<file path="src/rtl/hbridge_chopper_pkg.sv">
package hbridge_chopper_pkg;

    typedef struct packed {
        logic src_a;
        logic src_b;
        logic snk_a;
        logic snk_b;
    } bridge_t;

    // percentage of a tick count, rounded to nearest
    function automatic int share_ticks(input int total, input int pct);
        return (total * pct + 50) / 100;
    endfunction

    function automatic bridge_t diagonal(input logic ph);
        bridge_t b;
        b.src_a = ph;
        b.snk_b = ph;
        b.src_b = ~ph;
        b.snk_a = ~ph;
        return b;
    endfunction

    localparam bridge_t BRIDGE_OFF   = '0;
    localparam bridge_t BRIDGE_SINKS = '{src_a: 1'b0, src_b: 1'b0, snk_a: 1'b1, snk_b: 1'b1};

endpackage

</file>
<file path="src/rtl/hbc_blank_timer.sv">
module hbc_blank_timer #(
    parameter int CW = 4
) (
    input  logic          clk,
    input  logic          rst_n,
    input  logic          tick,
    input  logic          clear,
    input  logic          restart,
    input  logic [CW-1:0] len,
    output logic          active
);

    typedef struct packed {
        logic [CW-1:0] cnt;
    } blank_st_t;

    blank_st_t st_d, st_q;

    always_comb begin
        st_d = st_q;
        if (clear) begin
            st_d.cnt = '0;
        end else if (restart) begin
            st_d.cnt = len;
        end else if (tick && (st_q.cnt != '0)) begin
            st_d.cnt = st_q.cnt - 1'b1;
        end
    end

    always_ff @(posedge clk or negedge rst_n) begin
        if (!rst_n) st_q <= '0;
        else        st_q <= st_d;
    end

    assign active = (st_q.cnt != '0);

endmodule

</file>
<file path="src/rtl/hbc_offtime.sv">
module hbc_offtime #(
    parameter int TOFF_TICKS = 40,
    parameter int CW         = 6
) (
    input  logic          clk,
    input  logic          rst_n,
    input  logic          tick,
    input  logic          clear,
    input  logic          trip_ok,
    input  logic [CW-1:0] fast_len,
    output logic          decay_d,
    output logic          fast_d,
    output logic          decay_q,
    output logic          done
);

    localparam logic [CW-1:0] LAST = CW'(TOFF_TICKS - 1);

    typedef struct packed {
        logic          decay;
        logic [CW-1:0] cnt;
    } off_st_t;

    off_st_t st_d, st_q;

    always_comb begin
        st_d = st_q;
        done = 1'b0;
        if (clear) begin
            st_d.decay = 1'b0;
            st_d.cnt   = '0;
        end else if (!st_q.decay) begin
            if (trip_ok) begin
                st_d.decay = 1'b1;
                st_d.cnt   = '0;
            end
        end else if (tick) begin
            if (st_q.cnt == LAST) begin
                st_d.decay = 1'b0;
                st_d.cnt   = '0;
                done       = 1'b1;
            end else begin
                st_d.cnt = st_q.cnt + 1'b1;
            end
        end
    end

    always_ff @(posedge clk or negedge rst_n) begin
        if (!rst_n) st_q <= '0;
        else        st_q <= st_d;
    end

    assign decay_d = st_d.decay;
    assign fast_d  = st_d.decay && (st_d.cnt < fast_len);
    assign decay_q = st_q.decay;

endmodule

</file>
<file path="src/rtl/hbc_bridge_decode.sv">
module hbc_bridge_decode
    import hbridge_chopper_pkg::*;
(
    input  logic    hold,
    input  logic    enable,
    input  logic    phase,
    input  logic    ext_fast,
    input  logic    decay,
    input  logic    fast,
    input  logic    zero_det,
    output bridge_t drv
);

    always_comb begin
        if (hold) begin
            drv = BRIDGE_OFF;
        end else if (!enable) begin
            if (!ext_fast)     drv = BRIDGE_SINKS;
            else if (zero_det) drv = BRIDGE_OFF;
            else               drv = diagonal(~phase);
        end else if (decay) begin
            if (zero_det)      drv = BRIDGE_OFF;
            else if (fast)     drv = diagonal(~phase);
            else               drv = BRIDGE_SINKS;
        end else begin
            drv = diagonal(phase);
        end
    end

endmodule

</file>
<file path="src/rtl/hbridge_chopper.sv">
module hbridge_chopper
    import hbridge_chopper_pkg::*;
#(
    parameter int TOFF_TICKS  = 40,
    parameter int BLANK_SHORT = 6,
    parameter int BLANK_LONG  = 12,
    parameter int NFLT        = 4
) (
    input  logic            clk,
    input  logic            rst_n,
    input  logic            tick,
    input  logic            phase,
    input  logic            enable,
    input  logic            ext_fast,
    input  logic [1:0]      decay_sel,
    input  logic            blank_long,
    input  logic            sense_trip,
    input  logic            zero_det,
    input  logic [NFLT-1:0] fault,
    input  logic            sleep_n,
    output logic            src_a,
    output logic            src_b,
    output logic            snk_a,
    output logic            snk_b
);

    localparam int MAXC = (TOFF_TICKS > BLANK_LONG) ? TOFF_TICKS : BLANK_LONG;
    localparam int CW   = $clog2(MAXC + 1);
    localparam logic [CW-1:0] F_LOW   = CW'(share_ticks(TOFF_TICKS, 15));
    localparam logic [CW-1:0] F_HIGH  = CW'(share_ticks(TOFF_TICKS, 48));
    localparam logic [CW-1:0] F_ALL   = CW'(TOFF_TICKS);
    localparam logic [CW-1:0] B_SHORT = CW'(BLANK_SHORT);
    localparam logic [CW-1:0] B_LONG  = CW'(BLANK_LONG);

    typedef struct packed {
        logic    prev_phase;
        logic    prev_en;
        bridge_t drv;
    } top_st_t;

    top_st_t st_d, st_q;

    logic          hold;
    logic          blank_act;
    logic          trip_ok;
    logic          restart;
    logic          off_done;
    logic          decay_d, fast_d, decay_q;
    logic [CW-1:0] fast_len;
    logic [CW-1:0] blank_len;
    bridge_t       dec_drv;

    assign hold      = (|fault) | ~sleep_n;
    assign trip_ok   = enable & sense_trip & ~blank_act;
    assign blank_len = blank_long ? B_LONG : B_SHORT;
    assign restart   = off_done | (phase != st_q.prev_phase) | (enable != st_q.prev_en);

    always_comb begin
        unique case (decay_sel)
            2'b00:   fast_len = '0;
            2'b01:   fast_len = F_LOW;
            2'b10:   fast_len = F_HIGH;
            default: fast_len = F_ALL;
        endcase
    end

    hbc_offtime #(.TOFF_TICKS(TOFF_TICKS), .CW(CW)) u_off (
        .clk      (clk),
        .rst_n    (rst_n),
        .tick     (tick),
        .clear    (hold | ~enable),
        .trip_ok  (trip_ok),
        .fast_len (fast_len),
        .decay_d  (decay_d),
        .fast_d   (fast_d),
        .decay_q  (decay_q),
        .done     (off_done)
    );

    hbc_blank_timer #(.CW(CW)) u_blank (
        .clk     (clk),
        .rst_n   (rst_n),
        .tick    (tick),
        .clear   (hold),
        .restart (restart),
        .len     (blank_len),
        .active  (blank_act)
    );

    hbc_bridge_decode u_dec (
        .hold     (hold),
        .enable   (enable),
        .phase    (phase),
        .ext_fast (ext_fast),
        .decay    (decay_d),
        .fast     (fast_d),
        .zero_det (zero_det),
        .drv      (dec_drv)
    );

    always_comb begin
        st_d            = st_q;
        st_d.prev_phase = phase;
        st_d.prev_en    = enable;
        st_d.drv        = dec_drv;
    end

    always_ff @(posedge clk or negedge rst_n) begin
        if (!rst_n) st_q <= '0;
        else        st_q <= st_d;
    end

    assign src_a = st_q.drv.src_a;
    assign src_b = st_q.drv.src_b;
    assign snk_a = st_q.drv.snk_a;
    assign snk_b = st_q.drv.snk_b;

endmodule

</file>
<file path="config.mk">
export PLATFORM = sky130hd
export DESIGN_NAME = hbridge_chopper
export DESIGN_NICKNAME = d
export VERILOG_FILES = /design/src/rtl/hbridge_chopper_pkg.sv /design/src/rtl/hbc_blank_timer.sv /design/src/rtl/hbc_offtime.sv /design/src/rtl/hbc_bridge_decode.sv /design/src/rtl/hbridge_chopper.sv
export SDC_FILE = /design/constraint.sdc
export NUM_CORES = 1
export LEC_CHECK = 0
export ABC_AREA = 0
export CAP_MARGIN = 0
export CORE_MARGIN = 3
export CORE_UTILIZATION = 35
export CTS_CLUSTER_SIZE = 20
export DETAILED_ROUTE_END_ITERATION = 8
export HOLD_SLACK_MARGIN = 0.05
export SLEW_MARGIN = 20
export SYNTH_ARGS = -nofsm -noshare
export SYNTH_HDL_FRONTEND = slang
export SYNTH_HIERARCHICAL = 1
export SYNTH_SLANG_ARGS = --single-unit
</file>
<file path="constraint.sdc">
create_clock -name clk -period 3.69 [get_ports clk]
set_input_delay 0.5535 -clock clk [delete_from_list [all_inputs] [get_ports clk]]
set_output_delay 0.5535 -clock clk [all_outputs]
set_load 0.05 [all_outputs]
</file>
==> results by group <==
Cells and area
  – Nets: 216
  – Synth-to-Final Area Change: 26.3%
  – Fin util: 47.2%
  – Post-Layout Cell Count: 236
  – Layout cells sized above 1: 15.4%
  – Antenna Cells: 0

Clock tree
  – CTS buffer count: 3
  – CTS sink cnt: 19
  – CTS tree: yes
  – Max clock buf depth: 2
  – CTS clock-pin slew for the worst setup and hold paths: roughly 0.070 ns
  – Total number of H-tree levels: 1
  – Hold-fix buffers at CTS: 0
  – Worst-Skew Late Latency: 0.25 ns
  – Root Driver: clkbuf_8

Synthesis
  – Register area share after synthesis: 34.0%
  – Top-area cell type share of the netlist area: 34.0%
  – Synth Area in Adders: around 9.8%
  – Synth top area cells: dfrtp_1, ha_1, inv_1
  – Register bit total from synthesis: 19
  – Mux cell area share after synthesis: 0.716%
  – EDFF count, synth: 0
  – Syn Inst Count: 156
  – Synth area leader: dfrtp_1
  – Mapped Area: 1400 um2
  – Synth Area per Inst: 8.97 um2
  – Largest family of logic cells by synthesized area: simple AND/OR/NAND/NOR gates
  – Post-synthesis async set-or-reset flop share: 100%
  – Simple-Gate Fraction of Synth Area: 23.3%
  – Fraction of synthesized cell area in xor and xnor cells: 3.13%
  – Synth Area in Compound Gates: around a fifth
  – Synth cell count leaders: dfrtp_1, inv_1, nand2_1
  – Synth Flop Type: dfrtp_1
  – Ys Warns: 6
  – Synth cell types: between 50 and 60

Timing
  – Final Hold Violating Endpoints: 0
  – Slew margin rel.: between 40% and 50%
  – Final Setup Violations: 0
  – Final Cycle Share: between 90% and 100%
  – Worst-margin pin slew: 0.891 ns
  – Clock Skews: 0.000841 ns
  – Fmax: ~290 MHz
  – Minimum clock period: 3.44 ns
  – Max-slew violations: 0

Placed design
  – Inst Count DP: 231
  – Final Wtd Congestion: 0.857
  – Placed wire-length estimate: 2380 um
  – Port bufs: 19

Worst setup path
  – Worst reg-to-reg path cell count: 14
  – Worst endpoint data arrival time: approximately 3.6 ns
  – Crit. End Element: flip-flop
  – CP Class: in -> reg
  – WP data required: between 3 and 4 ns
  – Flop2flop setup slack: 0.40 ns
  – R2R Path Start: u_blank/st_q[0]
  – Reg2Reg Capture Point: src_b
  – CP startpoint kind: input port
  – Worst Path Max Fanout: 4

Global routing
  – Vias in the first global route: 1257
  – Gr usage total: a little over an eighth
  – Largest net degree at the start of global routing: 20
  – First-pass GRT wire length: 5420 um
  – Initial antenna violation count: 0
  – GRT overflow: 0

Routing
  – Iteration-0 DRC Markers: 77
  – Final wirelength: around 3100 um
  – DRT antenna net count: 0
  – Routed WL per cell: roughly 13 um
  – Router iterations before antenna repair: 4
  – Post-DR vias/cell: around 5.3
  – DR vias: 1262
  – DRC: 0

Worst hold path
  – Worst hold path depth: 1
  – Hold endpoint: u_off/st_q[3]
  – Hold Path Class: reg -> reg
  – Min-delay src: u_off/st_q[3]

Floorplanning
  – Starting Density: a little under two fifths
  – Die Ht: 69.2 um
  – Core Rows: 22
  – Die X-Extent: ~69 um
  – Top-Level Pins: 20
  – Full die area: 4790 um2
  – CORE AREA: 3740 um2

Status
  – Status: complete, no violations

Power and ir drop
  – Worst VDD drop: 0.0933 mV
  – Pwr Density: 243 nW/um2
  – Lkg Pwr: 0.780 nW

Flow run
  – Max-Cap Viols: 0
## metal layers
| layer | share of wire (%) | track usage (%) | up-vias |
|---|---|---|---|
| met5 | 0 | 0 | - |
| met4 | 1.3 | 4.99 | 0 |
| met3 | 3.6 | 2.46 | 4 |
| met2 | 49 | 23.0 | 32 |
| met1 | 46 | 17.1 | 599 |
| li1 | - | - | 627 |
## sequential cells by signal (all words and copies together) (netlist names)
register / count
u_off/st_q: 6
src_b: 1
snk_b: 1
snk_a: 1
u_off/decay_q: 1
st_q: 2
src_a: 1
u_blank/st_q: 6
## how the worst max path moves through the flow
stage             start  endpoint  cells after the start
6_report       fault[2]     src_b                     13
3_5_place_dp   fault[1]     src_b                     14
3_3_place_gp   fault[1]     src_a                     13
2_1_floorplan  fault[1]     src_a                     12
4_1_cts        fault[1]     src_b                     14
5_1_grt        fault[2]     src_a                     14
## area by class of cell
| type | instances | area (um2) |
|---|---|---|
| fillers | 379 | 1980 |
| multi-input cells | 115 | 837 |
| flip-flops and latches | 19 | 475 |
| repair buffers | 30 | 273 |
| inverters | 20 | 75.1 |
| well taps | 48 | 60.1 |
| clock buffers | 3 | 41.3 |
| clock inverters | 1 | 5.00 |
## repair_timing
item,CTS,global route
resized for setup,0,3
endpoints found under the setup margin,0,4
setup buffers,0,1
## per-stage QoR
stage	hold slack (ns)	power (mW)	worst slack [ns]	TNS, ns	instance area, um2
global placement	0.558	0.285	-0.0352	-0.0889	1690
detailed placement	0.561	0.287	-0.0877	-0.311	1690
global route	0.630	0.450	-0.0194	-0.0194	1770
floorplan	0.258	0.251	0.484	0	1410
CTS	0.575	0.434	0.154	0	1740
finish	0.590	0.430	0.245	0	1770
## cell usage in the layout (no fill, tap or decap), drive strengths merged, types with 2 or more instances in the layout
cell and count:
o211ai 2, or4b 2, nor3b 2, a31oi 5
a21oi 9, inv 20, nand3 5, a21o 3
nor2b 2, nand4 2, xnor2 3, xor2 2
or2 2, or3 3, nand2b 2, nand3b 3
buf 11, ha 11, nor2 9, a221oi 4
and4 2, nand2 13, dfrtp 19, clkbuf 3
nor4b 2, clkdlybuf4s50 19, conb 4, a311oi 3
a22oi 2
## power by group
group / switching (mW) / internal, mW / total (mW)
registers: 0.00147 / 0.210 / 0.212
clock network: 0.0709 / 0.0750 / 0.146
logic: 0.0390 / 0.0332 / 0.0722
total: 0.111 / 0.319 / 0.430
## logic make-up (layout without fill, tap and decap cells)
| kind of cell | after synthesis | after routing |
|---|---|---|
| buffers and inverters | 24 | 54 |
| other | 2 | 4 |
| flip-flops | 19 | 19 |
| multiplexers | 1 | 1 |
| AO/OA/AOI/OAI | 38 | 38 |
| XOR/XNOR | 5 | 5 |
| adder cells (fa/ha/maj) | 11 | 11 |
| AND/OR/NAND/NOR | 56 | 56 |
## worst max-delay path, cell delays in order
cell and delay (ns):
clkdlybuf4s50_1 0.41, nor4_2 0.31, nand3_1 0.17, or2b_1 0.27, or2_2 0.29, a31oi_2 0.19, ha_1 0.26, and4_1 0.21
a221oi_1 0.28, o211a_1 0.24, and3_1 0.19, o211ai_1 0.09, a21oi_1 0.16
Power figures use the tool's default switching activity.
